File: config.mk
export PLATFORM = sky130hd
export DESIGN_NAME = mark_byte_aligner
export DESIGN_NICKNAME = d
export VERILOG_FILES = /design/src/rtl/byte_align_pkg.sv /design/src/rtl/ba_marker_detect.sv /design/src/rtl/ba_ctrl.sv /design/src/rtl/ba_barrel.sv /design/src/rtl/mark_byte_aligner.sv
export SDC_FILE = /design/constraint.sdc
export NUM_CORES = 1
export LEC_CHECK = 0
export BUFFER_PORTS_ARGS = -buffer_cell sky130_fd_sc_hd__buf_4
export CORE_UTILIZATION = 50
export DETAILED_ROUTE_END_ITERATION = 7
export PLACE_DENSITY = 0.81
export SYNTH_ARGS = -nofsm -noshare
export SYNTH_HDL_FRONTEND = slang
export SYNTH_HIERARCHICAL = 1
export SYNTH_SLANG_ARGS = --single-unit
File: constraint.sdc
create_clock -name clk_i -period 1.45 [get_ports clk_i]
set_input_delay 0.29 -clock clk_i [delete_from_list [all_inputs] [get_ports clk_i]]
set_output_delay 0.29 -clock clk_i [all_outputs]
set_load 0.01 [all_outputs]
File: src/rtl/byte_align_pkg.sv
package byte_align_pkg;
  typedef enum logic [1:0] {
    ST_IDLE   = 2'd0,
    ST_SEARCH = 2'd1,
    ST_LOCKED = 2'd2
  } align_state_e;
endpackage

File: src/rtl/ba_marker_detect.sv
module ba_marker_detect #(
  parameter int W = 8,
  parameter logic [W-1:0] MARKER = 8'hA1
) (
  input  logic           clk_i,
  input  logic           rst_ni,
  input  logic [W-1:0]   cur_i,
  input  logic [W-1:0]   prev_i,
  output logic [W-1:0]   hit_o
);
  localparam int WW = 2 * W;

  logic [WW-1:0] win;
  logic [W-1:0]  hit_d;

  assign win = {cur_i, prev_i};

  // one comparator per bit offset
  for (genvar k = 0; k < W; k++) begin : g_cmp
    assign hit_d[k] = (win[WW-1-k -: W] == MARKER);
  end

  always_ff @(posedge clk_i or negedge rst_ni) begin
    if (!rst_ni) hit_o <= '0;
    else         hit_o <= hit_d;
  end
endmodule

File: src/rtl/ba_ctrl.sv
module ba_ctrl
  import byte_align_pkg::*;
#(
  parameter int W   = 8,
  parameter int SHW = $clog2(W)
) (
  input  logic           clk_i,
  input  logic           rst_ni,
  input  logic           align_i,
  input  logic [W-1:0]   hit_i,
  output logic [W-1:0]   sel_o,
  output logic [SHW-1:0] shift_o,
  output logic           done_o
);
  align_state_e state_q, state_d;
  logic [W-1:0] sel_q;
  logic         load;

  function automatic logic [W-1:0] lowest_hot(input logic [W-1:0] v);
    logic [W-1:0] r;
    r = '0;
    for (int i = W - 1; i >= 0; i--) begin
      if (v[i]) begin
        r    = '0;
        r[i] = 1'b1;
      end
    end
    return r;
  endfunction

  function automatic logic [SHW-1:0] hot_to_idx(input logic [W-1:0] v);
    logic [SHW-1:0] r;
    r = '0;
    for (int i = 0; i < W; i++) begin
      if (v[i]) r = r | SHW'(i);
    end
    return r;
  endfunction

  always_comb begin
    state_d = state_q;
    load    = 1'b0;
    if (align_i) begin
      state_d = ST_SEARCH;
    end else if (state_q == ST_SEARCH && (|hit_i)) begin
      state_d = ST_LOCKED;
      load    = 1'b1;
    end
  end

  always_ff @(posedge clk_i or negedge rst_ni) begin
    if (!rst_ni) begin
      state_q <= ST_IDLE;
      sel_q   <= '0;
    end else begin
      state_q <= state_d;
      if (load) sel_q <= lowest_hot(hit_i);
    end
  end

  assign sel_o   = sel_q;
  assign shift_o = hot_to_idx(sel_q);
  assign done_o  = (state_q == ST_LOCKED);
endmodule

File: src/rtl/ba_barrel.sv
module ba_barrel #(
  parameter int W = 8
) (
  input  logic [2*W-1:0] win_i,
  input  logic [W-1:0]   sel_i,
  input  logic           en_i,
  output logic [W-1:0]   data_o
);
  localparam int WW = 2 * W;

  logic [W-1:0] lane [W];
  logic [W-1:0] acc;

  for (genvar k = 0; k < W; k++) begin : g_lane
    assign lane[k] = sel_i[k] ? win_i[WW-1-k -: W] : '0;
  end

  always_comb begin
    acc = '0;
    for (int k = 0; k < W; k++) acc = acc | lane[k];
  end

  assign data_o = en_i ? acc : '0;
endmodule

File: src/rtl/mark_byte_aligner.sv
module mark_byte_aligner #(
  parameter int W = 8,
  parameter logic [W-1:0] MARKER = 8'hA1,
  parameter int SHW = $clog2(W)
) (
  input  logic           clk_i,
  input  logic           rst_ni,
  input  logic           align_i,
  input  logic [W-1:0]   data_i,
  output logic [W-1:0]   data_o,
  output logic           valid_o,
  output logic           done_o,
  output logic [SHW-1:0] shift_o
);
  logic [W-1:0]   prev_q;
  logic [2*W-1:0] win_q;
  logic [W-1:0]   hit_q;
  logic [W-1:0]   sel_q;
  logic           done;

  // previous word and the window aligned with the hit register
  always_ff @(posedge clk_i or negedge rst_ni) begin
    if (!rst_ni) begin
      prev_q <= '0;
      win_q  <= '0;
    end else begin
      prev_q <= data_i;
      win_q  <= {data_i, prev_q};
    end
  end

  ba_marker_detect #(.W(W), .MARKER(MARKER)) u_det (
    .clk_i  (clk_i),
    .rst_ni (rst_ni),
    .cur_i  (data_i),
    .prev_i (prev_q),
    .hit_o  (hit_q)
  );

  ba_ctrl #(.W(W), .SHW(SHW)) u_ctrl (
    .clk_i   (clk_i),
    .rst_ni  (rst_ni),
    .align_i (align_i),
    .hit_i   (hit_q),
    .sel_o   (sel_q),
    .shift_o (shift_o),
    .done_o  (done)
  );

  ba_barrel #(.W(W)) u_bar (
    .win_i  (win_q),
    .sel_i  (sel_q),
    .en_i   (done),
    .data_o (data_o)
  );

  assign done_o  = done;
  assign valid_o = done;
endmodule

Word level (Yosys, flattened, before mapping)
Cells that the tools add are included.
{"block": "totals", "output_inout_bits": 13, "word_cells": 53, "reg_bits": 42, "in_bits": 11}
{"block": "classes", "eq_ne": 10, "bitwise_logic": 7, "reduce_logical": 3, "mux": 28}
{"cell": "$mux 8", "n": 17}
{"cell": "$eq 8x8->1 const B", "n": 8}
{"cell": "$or 8x8->8", "n": 7}
{"cell": "$mux 3", "n": 4}
{"cell": "$mux 2", "n": 4}
{"cell": "$reduce_or 8->1", "n": 1}
{"cell": "$mux 1", "n": 3}
{"cell": "$eq 2x1->1 const B", "n": 1}
{"cell": "$eq 2x2->1 const B", "n": 1}
{"cell": "$reduce_bool 2->1", "n": 1}
{"cell": "$logic_and 1x1->1", "n": 1}

Depth between registers and ports, before layout
Gate-level depths: netlist of the first run.
{"block": "depth", "word_depth": 9, "depth_mapped": 3, "depth_no_buf": 3}

Hierarchy
The synthesis of the first run kept the hierarchy.
{"module": "ba_ctrl", "seq_area_each_um2": 250.2, "cells_each": 52, "area_each_um2": 543.0, "instances": 1}
{"module": "mark_byte_aligner", "seq_area_each_um2": 400.4, "cells_each": 17, "area_each_um2": 407.9, "instances": 1}
{"module": "ba_barrel", "seq_area_each_um2": 0.0, "cells_each": 50, "area_each_um2": 366.6, "instances": 1}
{"module": "ba_marker_detect", "seq_area_each_um2": 200.2, "cells_each": 27, "area_each_um2": 355.3, "instances": 1}

Least setup slack after synthesis of the first run
No wires, ideal clock.
{"block": "synth_timing", "path_kind": "register to register", "start": "register u_ctrl.state_q[1]", "end": "register u_ctrl.sel_q[0], in the netlist u_ctrl/sel_o[0]", "setup_ps": 125, "required_ps": 1325, "setup_slack_ps": 8, "path_stages_with_launch": 4, "period_less_slack_ps": 1442, "arrival_ps": 1317, "path_buffers": 0, "path_cell_list": "dfrtp_1 -> or3b_4 -> a31oi_4 -> mux2_4"}
{"block": "synth_via", "elab_chain_len": 4}
{"element": "start: declaration", "line": "ba_ctrl.sv:15", "source": "align_state_e state_q, state_d;"}
{"element": "start signal: assignment", "line": "ba_ctrl.sv:56", "source": "state_q <= state_d;"}
{"element": "$eq 2x1->1", "line": "ba_ctrl.sv:45", "source": "end else if (state_q == ST_SEARCH && (|hit_i)) begin"}
{"element": "$logic_and 1x1->1", "line": "ba_ctrl.sv:45"}
{"element": "$mux 1", "line": "ba_ctrl.sv:45"}
{"element": "$mux 1", "line": "ba_ctrl.sv:43", "source": "if (align_i) begin"}
{"element": "end signal: assignment", "line": "ba_ctrl.sv:57", "source": "if (load) sel_q <= lowest_hot(hit_i);"}
{"element": "end: declaration", "line": "ba_ctrl.sv:16", "source": "logic [W-1:0] sel_q;"}
Every way passes these cells.
A chain may end at the register's enable or synchronous reset.

Final worst setup path of the first run
{"block": "layout_timing", "start": "register u_ctrl.sel_q[4], in the netlist u_ctrl/sel_o[4]", "end": "output data_o[7]"}
{"block": "layout_via", "elab_chain_len": 6}
{"element": "$mux 8", "line": "ba_barrel.sv:15", "source": "assign lane[k] = sel_i[k] ? win_i[WW-1-k -: W] : '0;"}
{"element": "$or 8x8->8 (4 in a row)", "line": "ba_barrel.sv:20", "source": "for (int k = 0; k < W; k++) acc = acc | lane[k];"}
{"element": "$mux 8", "line": "ba_barrel.sv:23", "source": "assign data_o = en_i ? acc : '0;"}
{"element": "end: declaration", "line": "mark_byte_aligner.sv:10", "source": "output logic [W-1:0] data_o,"}
Every way passes these cells.

==> results of run 1 <==
==> worst register-to-register path, cell delays in order (launching register included) <==
cell and delay [ps]:
sky130_fd_sc_hd__dfrtp_1 350, sky130_fd_sc_hd__buf_4 110, sky130_fd_sc_hd__or3b_4 400, sky130_fd_sc_hd__a31oi_4 220, sky130_fd_sc_hd__mux2_4 320
==> repair_timing <==
action / 4_1_cts / 5_1_grt
hold buffers: 1 / 0
buffers inserted: 5 / 1
resized for setup: 42 / 13
hold endpoints to repair: 33 / 0
pin swaps: 9 / 8
endpoints found under the setup margin: 11 / 16
==> cell type report <==
class,count,share of cell area
flip-flops and latches,33,0.369
multi-input cells,97,0.400
well taps,44,0.0242
repair buffers,45,0.166
clock inverters,1,0.00220
inverters,5,0.00936
clock buffers,7,0.0286
==> power by group <==
part | internal (uW) | total, uW | switching [uW]
logic | 241 | 457 | 216
clock network | 281 | 568 | 288
registers | 972 | 1070 | 97.2
total | 1490 | 2090 | 601
==> per-layer routing <==
| layer | track usage | vias up | part of all wire |
|---|---|---|---|
| met2 | 0.392 | 87 | 0.48 |
| li1 | - | 663 | - |
| met3 | 0.0611 | 12 | 0.077 |
| met5 | 0 | - | 0 |
| met4 | 0.146 | 0 | 0.018 |
| met1 | 0.344 | 738 | 0.43 |
==> sequential cells by signal, indices dropped and copies added (netlist names) <==
register / flops
prev_q: 1
u_ctrl/sel_o: 8
u_ctrl/state_q: 2
u_det/hit_o: 8
win_q: 14
==> per-stage QoR <==
stage / setup TNS, ps / hold slack [ps] / instances / power [uW] / cell area [um^2]
3_3_place_gp: 0 / 235 / 217 / 1360 / 1930
5_1_grt: -3670 / 61.7 / 232 / 2190 / 2270
6_report: -3040 / 88.2 / 232 / 2090 / 2270
4_1_cts: -2720 / 76.6 / 231 / 2060 / 2210
3_5_place_dp: -41.0 / 243 / 217 / 1370 / 1930
2_1_floorplan: 0 / -5.59 / 145 / 1220 / 1650
==> worst max path at each step <==
stage	slack (ps)	endpoint	cells after the start	from
6_report	-310	data_o[7]	3	u_ctrl/sel_o[4]$_DFFE_PN0P_
5_1_grt	-330	data_o[7]	3	u_ctrl/sel_o[4]$_DFFE_PN0P_
4_1_cts	-280	shift_o[2]	2	u_ctrl/sel_o[6]$_DFFE_PN0P_
3_5_place_dp	-20	u_ctrl/sel_o[1]$_DFFE_PN0P_	4	align_i
3_3_place_gp	4	u_ctrl/sel_o[0]$_DFFE_PN0P_	4	align_i
2_1_floorplan	8	u_ctrl/sel_o[0]$_DFFE_PN0P_	3	u_ctrl/state_q[1]$_DFFE_PN0P_
==> out/results.md, run 1 <==
| Result | Value |
| --- | --- |
| VDD IR-drop max | 645 uV |
| TritonCTS Buffers | 5 |
| Setup ws final | -313 ps |
| Number of violations reported at the end of detailed-routing iteration 0 | 106 |
| DP HPWL | 2.74 mm |
| Antenna diodes | 0 |
| Crit path DAT | 1470 ps |
| Clock-pin slew reported for the worst setup and hold paths after clock tree synthesis | 90 ps |
| Global-route wire length before repair | 6.65 mm |
| Endpoint kind of the worst setup timing path | primary output |
| Synthesized instance count | 145 |
| Area of the die | 3530 um^2 |
| Setup violators final | 14 |
| Initial core utilization | 0.535 |
| Final critical-path share of the clock period | 1.22 |
| Setup repair after global routing missed its margin | yes |
| Result of the run | complete, but fails checks |
| Slowest cell on the critical path | sky130_fd_sc_hd__dfrtp_2 |
| Commonest non-fill, non-tap cell in the layout | sky130_fd_sc_hd__buf_4 |
| Critical hold path startpoint | data_i[7] |
| Pre-CTS worst setup slack | -20.6 ps |
| Worst hold path type | in2reg |
| Number of hold violations in the final report | 0 |
| Ports | 24 |
| Mapped Area | 1650 um^2 |
| Clock sink count | 33 |
| Avg Inst Size Synth | 11.4 um^2 |
| Number of global-route vias before repair | 1,398 |
| Yosys warnings | 6 |
| Number of port buffers | 23 |
| Core Footprint | 3080 um^2 |
| Max-slew violations | 0 |
| Violations in the final reports | setup timing |
| Die Y-Extent | 59.4 um |
| Worst-path maximum fanout | 11 |
| Max Clock Freq | 567 MHz |
| Deepest clock path buffer count | 2 |
| Static leakage power | 0.000962 uW |
| Total via count after detailed routing | 1,500 |
| Net count after synthesis | 156 |
| Std-Cell Rows | 20 |
| Critical path required time | 1160 ps |
| Setup slack, reg-to-reg | -70 ps |
| Area of the multi-input gates | 910 um^2 |
| Clock tree from TritonCTS | built |
| Commonest cells after routing, fill and taps aside | sky130_fd_sc_hd__buf_4 (34), sky130_fd_sc_hd__a22oi_2 (24), sky130_fd_sc_hd__dfrtp_1 (23) |
| Buffer type at the clock tree root | sky130_fd_sc_hd__clkbuf_4 |
| DRT Pass-1 Iters | 4 |
| Total Wirelength | 4.41 mm |
| Number of cells on the worst reg-to-reg path | 4 |
| Global-route usage over all layers | 0.260 |
| Max-Slew Margin vs Limit | 0.748 |
| Cell class contributing the biggest share of worst-path delay | flip-flops |
| Hold Path Sink | prev_q[7]$_DFF_PN0_ |
| Number of antenna violations at the first check in global routing | 0 |
| Growth of design area from synthesis to finish | 37.9% |
| Cell-by-cell listing of the critical path | a22oi_1 -> a41oi_2 -> buf_4 |
| Depth of the worst hold-timing path | 1 |
| Number of violations of the max-capacitance limit | 0 |
| RePlAce Congestion | 0.885 |
| Die X-Extent | 59.4 um |
| Worst clock skew on the final layout | 17.0 ps |
| Core Util, Final | 0.738 |
| Type of the worst setup path | reg2out |
| Congestion Overflow GR | 0 |
| Count of nets left with antenna violations after detail routing | 0 |
| Tmin final | 1760 ps |
| DRC violation count after routing | 0 |
| PwrDens | 922 nW/um^2 |
| Proportion of layout cells with a drive suffix above 1 | 0.564 |
| Routed WL per cell | 19.0 um |
| Clock latency reported for the late side of the worst-skew pair | 330 ps |
| Largest net degree at the start of global routing | 34 |
| Slew of the pin with the lowest slew margin | 372 ps |
| H-tree depth reported by CTS | 2 |
| Number of nets in the final layout | 198 |
| CP Launch Type | register |
| CP bufs+invs | 1 |
| FILL cells | 217 |
| Sequential cell area | 838 um^2 |
| Endpoint of the worst register-to-register path | u_ctrl/sel_o[0]$_DFFE_PN0P_ |
| Startpoint of the worst-slack reg-to-reg timing path | u_ctrl/state_q[0]$_DFFE_PN0P_ |
| Vias per std cell | 6.47 |
| CP peak stage delay | 530 ps |
Power figures use the tool's default switching activity.
==> run 2, diff against run 1 <==
--- a/config.mk
+++ b/config.mk
@@ -8,8 +8,8 @@
 export BUFFER_PORTS_ARGS = -buffer_cell sky130_fd_sc_hd__buf_4
 export CORE_UTILIZATION = 50
 export DETAILED_ROUTE_END_ITERATION = 7
+export GPL_ROUTABILITY_DRIVEN = 0
 export PLACE_DENSITY = 0.81
 export SYNTH_ARGS = -nofsm -noshare
 export SYNTH_HDL_FRONTEND = slang
-export SYNTH_HIERARCHICAL = 1
 export SYNTH_SLANG_ARGS = --single-unit
==> constraint.sdc (replaced) <==
create_clock -name clk_i -period 1.6 [get_ports clk_i]
set_input_delay 0.32 -clock clk_i [delete_from_list [all_inputs] [get_ports clk_i]]
set_output_delay 0.32 -clock clk_i [all_outputs]
set_load 0.01 [all_outputs]
==> run 2 against run 1 <==
- the run still ends with setup timing left
- final area increased by 1.8%
- clock skew is 11 ps lower
- final cell count is 1.7% lower
- sequential power shrank 13%
- utilization rose by 2.5 points
- combinational power down 31%
- die area decreased by 3.7%
- sequential cell count did not move
- largest cell class unchanged
==> out/results.md, run 2 <==
| Result | Value |
| --- | --- |
| Setup repair after global routing missed its margin | yes |
| Synthesized instance count | 139 |
| Number of cells on the worst reg-to-reg path | 3 |
| VDD IR-drop max | 513 uV |
| Number of violations reported at the end of detailed-routing iteration 0 | 154 |
| Worst clock skew on the final layout | 6.16 ps |
| Depth of the worst hold-timing path | 1 |
| Leading post-synthesis cells by cell area | sky130_fd_sc_hd__dfrtp_1 (52%), sky130_fd_sc_hd__a22oi_1 (15%), sky130_fd_sc_hd__a41oi_1 (4.4%) |
| DP HPWL | 2.68 mm |
| Number of violations of the max-capacitance limit | 0 |
| Share of Yosys cell area claimed by the top area cell type | 0.521 |
| DRT Pass-1 Iters | 4 |
| Global-route wire length before repair | 6.58 mm |
| Commonest non-fill, non-tap cell in the layout | sky130_fd_sc_hd__buf_4 |
| Commonest cells after routing, fill and taps aside | sky130_fd_sc_hd__buf_4 (40), sky130_fd_sc_hd__a22oi_2 (25), sky130_fd_sc_hd__dfrtp_1 (24) |
| Number of antenna violations at the first check in global routing | 0 |
| Proportion of layout cells with a drive suffix above 1 | 0.625 |
| Growth of design area from synthesis to finish | 45.9% |
| Critical hold path startpoint | data_i[7] |
| PwrDens | 724 nW/um^2 |
| FFs w/ async S/R, synth | 1.00 |
| Max Clock Freq | 563 MHz |
| Vias per std cell | 6.47 |
| Mapped Area | 1590 um^2 |
| FILL cells | 189 |
| Antenna diodes | 0 |
| Slew of the pin with the lowest slew margin | 413 ps |
| Worst-path maximum fanout | 8 |
| Routed WL per cell | 19.5 um |
| Static leakage power | 0.000933 uW |
| Post-synthesis cell type with the largest combined area | sky130_fd_sc_hd__dfrtp_1 |
| Std-Cell Rows | 20 |
| Max-Slew Margin vs Limit | 0.724 |
| TritonCTS Buffers | 5 |
| Leading cell type by number of instances after synthesis | sky130_fd_sc_hd__dfrtp_1 |
| Net count after synthesis | 150 |
| Violations in the final reports | setup timing |
| Slowest cell on the critical path | sky130_fd_sc_hd__dfrtp_2 |
| Number of global-route vias before repair | 1,381 |
| Sequential cell area fraction in the yosys report | 0.521 |
| Most numerous cell types in the synthesized netlist | sky130_fd_sc_hd__dfrtp_1 (33), sky130_fd_sc_hd__a22oi_1 (32), sky130_fd_sc_hd__clkbuf_1 (11) |
| Area of the die | 3400 um^2 |
| Clock sink count | 33 |
| Yosys reg bits | 33 |
| Deepest clock path buffer count | 2 |
| Cell variety after synth | 32 |
| Cell-by-cell listing of the critical path | buf_12 -> a22oi_1 -> a41oi_1 -> buf_4 |
| Count of nets left with antenna violations after detail routing | 0 |
| Tmin final | 1780 ps |
| Total via count after detailed routing | 1,475 |
| CP bufs+invs | 2 |
| Final critical-path share of the clock period | 1.11 |
| Number of hold violations in the final report | 0 |
| Crit path DAT | 1460 ps |
| CP peak stage delay | 460 ps |
| Critical path required time | 1280 ps |
| Setup slack, reg-to-reg | 0 ps |
| Number of nets in the final layout | 194 |
| Ports | 24 |
| Result of the run | complete, but fails checks |
| Clock latency reported for the late side of the worst-skew pair | 330 ps |
| Most used flip-flop cell after synthesis | sky130_fd_sc_hd__dfrtp_1 |
| Post-synth EDFFs | 0 |
| Initial core utilization | 0.524 |
| Largest net degree at the start of global routing | 34 |
| Global-route usage over all layers | 0.262 |
| Endpoint of the worst register-to-register path | u_ctrl.sel_o[1]$_DFFE_PN0P_ |
| CP Launch Type | register |
| Buffer type at the clock tree root | sky130_fd_sc_hd__clkbuf_4 |
| Post-layout total power | 1670 uW |
| Clock tree from TritonCTS | built |
| Avg Inst Size Synth | 11.4 um^2 |
| Worst hold path type | in2reg |
| Yosys warnings | 0 |
| Congestion Overflow GR | 0 |
| Die Y-Extent | 58.3 um |
| Clock-pin slew reported for the worst setup and hold paths after clock tree synthesis | 90 ps |
| Startpoint of the worst-slack reg-to-reg timing path | u_det.hit_o[1]$_DFF_PN0_ |
| Max-slew violations | 0 |
| Die X-Extent | 58.3 um |
| Core Util, Final | 0.764 |
| Type of the worst setup path | reg2out |
| Total Wirelength | 4.44 mm |
| Largest register FFs | 15 |
| Number of port buffers | 23 |
| Core Footprint | 3030 um^2 |
| Setup violators final | 12 |
| Cell class contributing the biggest share of worst-path delay | flip-flops |
| Setup ws final | -175 ps |
| Hold Path Sink | win_q[15]$_DFF_PN0_ |
| DRC violation count after routing | 0 |
| Top register by number of flip-flops | win_q |
| Endpoint kind of the worst setup timing path | primary output |
| Pre-CTS worst setup slack | -64.1 ps |
| H-tree depth reported by CTS | 2 |
## run 2: metrics by stage
step	cells	TNS (ps)	cell area, um^2	hold WS, ps
finish	228	-1610	2310	98.9
global route	228	-2410	2310	65.0
detailed placement	213	-225	1920	280
global placement	213	0	1920	274
floorplan	139	-182	1610	24.4
CTS	227	-1500	2150	81.2
## run 2: per-layer routing
layer,up-vias,track usage,share of wire
met5,-,0,0
met4,0,0.0986,0.015
met3,10,0.0703,0.066
met2,79,0.432,0.52
met1,728,0.333,0.40
li1,658,-,-
## run 2: how the worst max path moves through the flow
| stage | startpoint | endpoint | slack (ps) | depth (start not counted) |
|---|---|---|---|---|
| floorplan | u_det.hit_o[0]$_DFF_PN0_ | u_ctrl.sel_o[1]$_DFFE_PN0P_ | -60 | 4 |
| global placement | u_det.hit_o[5]$_DFF_PN0_ | u_ctrl.sel_o[2]$_DFFE_PN0P_ | 0.3 | 3 |
| detailed placement | u_det.hit_o[5]$_DFF_PN0_ | u_ctrl.sel_o[6]$_DFFE_PN0P_ | -60 | 4 |
| CTS | u_ctrl.sel_o[3]$_DFFE_PN0P_ | shift_o[1] | -170 | 2 |
| global route | u_ctrl.sel_o[7]$_DFFE_PN0P_ | data_o[2] | -240 | 4 |
| finish | u_ctrl.sel_o[7]$_DFFE_PN0P_ | data_o[2] | -180 | 4 |
## run 2: logic make-up (layout without fill, tap and decap cells)
kind of cell,after synthesis,after routing,synth area share
compound gates,55,55,0.268
buf+inv,16,61,0.0410
flops,33,33,0.521
mux,3,3,0.0213
simple gates,32,32,0.148
## run 2: what timing repair did
action	CTS	global route
endpoints found under the hold margin	33	0
setup buffers	5	1
endpoints found under the setup margin	21	18
hold buffers	1	0
cloned	0	0
resized for setup	28	33
pin swaps	8	13
## run 2: power by group
group	internal, uW	switching [uW]	total, uW
Clock	167	266	433
Combinational	175	141	315
Sequential	866	60.2	927
## run 2: layout make-up
class	count	area, um^2	share of cell area
inverters	3	11.3	0.00487
well taps	44	55.1	0.0238
flip-flops and latches	33	837	0.362
repair buffers	50	420	0.182
clock inverters	2	10.0	0.00433
clock buffers	6	41.3	0.0179
multi-input cells	90	937	0.405
## run 2: worst reg2reg max path, stage by stage (launching register included)
cell	delay (ps)
sky130_fd_sc_hd__dfrtp_1	390
sky130_fd_sc_hd__or4_4	570
sky130_fd_sc_hd__o21a_4	240
sky130_fd_sc_hd__mux2_4	300
==> run 3, diff against run 2 <==
--- a/config.mk
+++ b/config.mk
@@ -6,10 +6,13 @@
 export NUM_CORES = 1
 export LEC_CHECK = 0
 export BUFFER_PORTS_ARGS = -buffer_cell sky130_fd_sc_hd__buf_4
-export CORE_UTILIZATION = 50
+export CELL_PAD_IN_SITES_DETAIL_PLACEMENT = 0
+export CELL_PAD_IN_SITES_GLOBAL_PLACEMENT = 1
+export CORE_UTILIZATION = 44
 export DETAILED_ROUTE_END_ITERATION = 7
 export GPL_ROUTABILITY_DRIVEN = 0
-export PLACE_DENSITY = 0.81
+export GPL_TIMING_DRIVEN = 0
+export PLACE_DENSITY = 0.85
 export SYNTH_ARGS = -nofsm -noshare
 export SYNTH_HDL_FRONTEND = slang
 export SYNTH_SLANG_ARGS = --single-unit
==> constraint.sdc (replaced) <==
create_clock -name clk_i -period 1.8 [get_ports clk_i]
set_input_delay 0.36 -clock clk_i [delete_from_list [all_inputs] [get_ports clk_i]]
set_output_delay 0.36 -clock clk_i [all_outputs]
set_load 0.01 [all_outputs]
==> run 3 against run 2 <==
- the flow still finishes with violations (setup timing)
- clock skew increased by 2.1 ps
- first-iteration DRC count decreased by 19%
- clock-buffer cell count increased by 1
- hold slack improved by 39 ps
- final cell count decreased by 3.5%
- global-route usage decreased by 1.5 points
- combinational power decreased by 10%
- critical path type unchanged
- critical endpoint is now shift_o[2]
- largest power group unchanged
==> out/results.md, run 3 (synthesized netlist as in run 2, its figures left out) <==
| Result | Value |
| --- | --- |
| CP Launch Type | register |
| H-tree depth reported by CTS | 2 |
| Max Clock Freq | 535 MHz |
| Number of global-route vias before repair | 1,369 |
| Number of nets in the final layout | 185 |
| Slew of the pin with the lowest slew margin | 502 ps |
| Crit path DAT | 1510 ps |
| Static leakage power | 0.000867 uW |
| Max-Slew Margin vs Limit | 0.664 |
| Setup repair after global routing missed its margin | yes |
| Tmin final | 1870 ps |
| Growth of design area from synthesis to finish | 39.5% |
| Net Switching | 400 uW |
| Violations in the final reports | setup timing |
| Total Wirelength | 4.29 mm |
| Sequential fraction of design power | 0.540 |
| Worst-path maximum fanout | 8 |
| Congestion Overflow GR | 0 |
| Routed WL per cell | 19.5 um |
| Die X-Extent | 62.0 um |
| Number of hold violations in the final report | 0 |
| Largest net degree at the start of global routing | 34 |
| Ports | 24 |
| Deepest clock path buffer count | 2 |
| Worst clock skew on the final layout | 8.24 ps |
| DP HPWL | 2.64 mm |
| Area of the die | 3850 um^2 |
| Core Util, Final | 0.653 |
| Depth of the worst hold-timing path | 1 |
| Share of total power consumed by net switching | 0.265 |
| VDD IR-drop max | 432 uV |
| Core Footprint | 3390 um^2 |
| Type of the worst setup path | reg2out |
| Std-Cell Rows | 21 |
| Top register by number of flip-flops | win_q |
| Final Instance Count excl. Fillers | 220 |
| Global-route wire length before repair | 6.61 mm |
| Die Y-Extent | 62.0 um |
| Result of the run | complete, but fails checks |
| Commonest cells after routing, fill and taps aside | sky130_fd_sc_hd__buf_4 (29), sky130_fd_sc_hd__dfrtp_1 (29), sky130_fd_sc_hd__a22oi_2 (20) |
| Count of placed standard cells including taps | 208 |
| Antenna diodes | 0 |
| DRT Pass-1 Iters | 4 |
| Count of nets left with antenna violations after detail routing | 0 |
| Initial core utilization | 0.468 |
| Proportion of layout cells with a drive suffix above 1 | 0.511 |
| Clock sink count | 33 |
| Buffer type at the clock tree root | sky130_fd_sc_hd__clkbuf_4 |
| FILL cells | 259 |
| Clock tree from TritonCTS | built |
| Number of port buffers | 23 |
| Global-route usage over all layers | 0.247 |
| Vias per std cell | 6.52 |
| PwrDens | 683 nW/um^2 |
| Number of antenna violations at the first check in global routing | 0 |
| Worst hold path type | in2reg |
| Setup slack, reg-to-reg | 50 ps |
| Largest register FFs | 15 |
| Setup violators final | 10 |
| Number of cells on the worst reg-to-reg path | 4 |
| Number of violations of the max-capacitance limit | 0 |
| Critical path required time | 1440 ps |
| Endpoint kind of the worst setup timing path | primary output |
| DRC violation count after routing | 0 |
| Clock-pin slew reported for the worst setup and hold paths after clock tree synthesis | 90 ps |
| Number of violations reported at the end of detailed-routing iteration 0 | 125 |
| Clock network fraction of total power | 0.272 |
| Total via count after detailed routing | 1,434 |
| Comb power frac | 0.187 |
| Clock latency reported for the late side of the worst-skew pair | 330 ps |
| Setup ws final | -67.8 ps |
| Final critical-path share of the clock period | 1.04 |
| Internal power summed over all cells | 1110 uW |
| Max-slew violations | 0 |
| TritonCTS Buffers | 5 |
run 3: cell count changes in the layout (fill, tap and decap cells not counted), sizes merged:
| cell | previous run | this run |
|---|---|---|
| buf | 49 | 35 |
| clkbuf | 6 | 12 |
| clkinv | 2 | 0 |
run 3: worst max-delay path: stages, from the launching register on:
cell and delay (ps):
sky130_fd_sc_hd__dfrtp_1 390, sky130_fd_sc_hd__clkbuf_8 160, sky130_fd_sc_hd__or4_4 490, sky130_fd_sc_hd__buf_6 140
run 3: final timing paths:
check	start	to
worst max-delay path	u_ctrl.sel_o[6]$_DFFE_PN0P_	shift_o[2]
min in group asynchronous	rst_ni	win_q[14]$_DFF_PN0_
worst min-delay path	data_i[7]	win_q[15]$_DFF_PN0_
worst max register to register	u_det.hit_o[0]$_DFF_PN0_	u_ctrl.sel_o[1]$_DFFE_PN0P_
max in group asynchronous	rst_ni	u_ctrl.sel_o[4]$_DFFE_PN0P_
worst min register to register	win_q[9]$_DFF_PN0_	win_q[1]$_DFF_PN0_
run 3: timing repair:
action | CTS | global route
pin swaps | 16 | 3
hold buffers | 1 | 0
endpoints found under the hold margin | 33 | 0
setup endpoints to repair | 15 | 16
setup buffers | 8 | 2
resized for setup | 49 | 7
run 3: layout make-up:
cell class / instances / area [um^2] / share of cell area
timing repair buffer: 34 / 307 / 0.139
inverter: 3 / 11.3 / 0.00509
tap: 46 / 57.6 / 0.0260
sequential: 33 / 831 / 0.376
buffer: 7 / 75.1 / 0.0339
multi-input combinational: 90 / 876 / 0.396
clock buffer: 7 / 55.1 / 0.0249
run 3: routing by layer:
metal,GRT usage,part of all wire,vias to the layer above
li1,-,-,642
met1,0.311,0.42,726
met2,0.401,0.50,53
met3,0.0642,0.055,13
met4,0.108,0.022,0
met5,0,0,-
run 3: power by group through the flow:
stage	combinational, uW	sequential, uW	clock (uW)
3_3_place_gp	178	812	0
2_1_floorplan	99.9	804	0
4_1_cts	275	814	432
5_1_grt	305	821	462
6_report	283	816	412
3_5_place_dp	186	814	0
run 3: stage by stage:
stage	cell area [um^2]	hold slack (ps)	setup WS (ps)	power [uW]	TNS (ps)
2_1_floorplan	1590	64.4	100	904	0
3_3_place_gp	1820	312	37.9	990	0
3_5_place_dp	1820	326	3.30	1000	0
4_1_cts	2160	119	-63.6	1520	-318
5_1_grt	2210	114	-136	1590	-1130
6_report	2210	138	-67.8	1510	-337
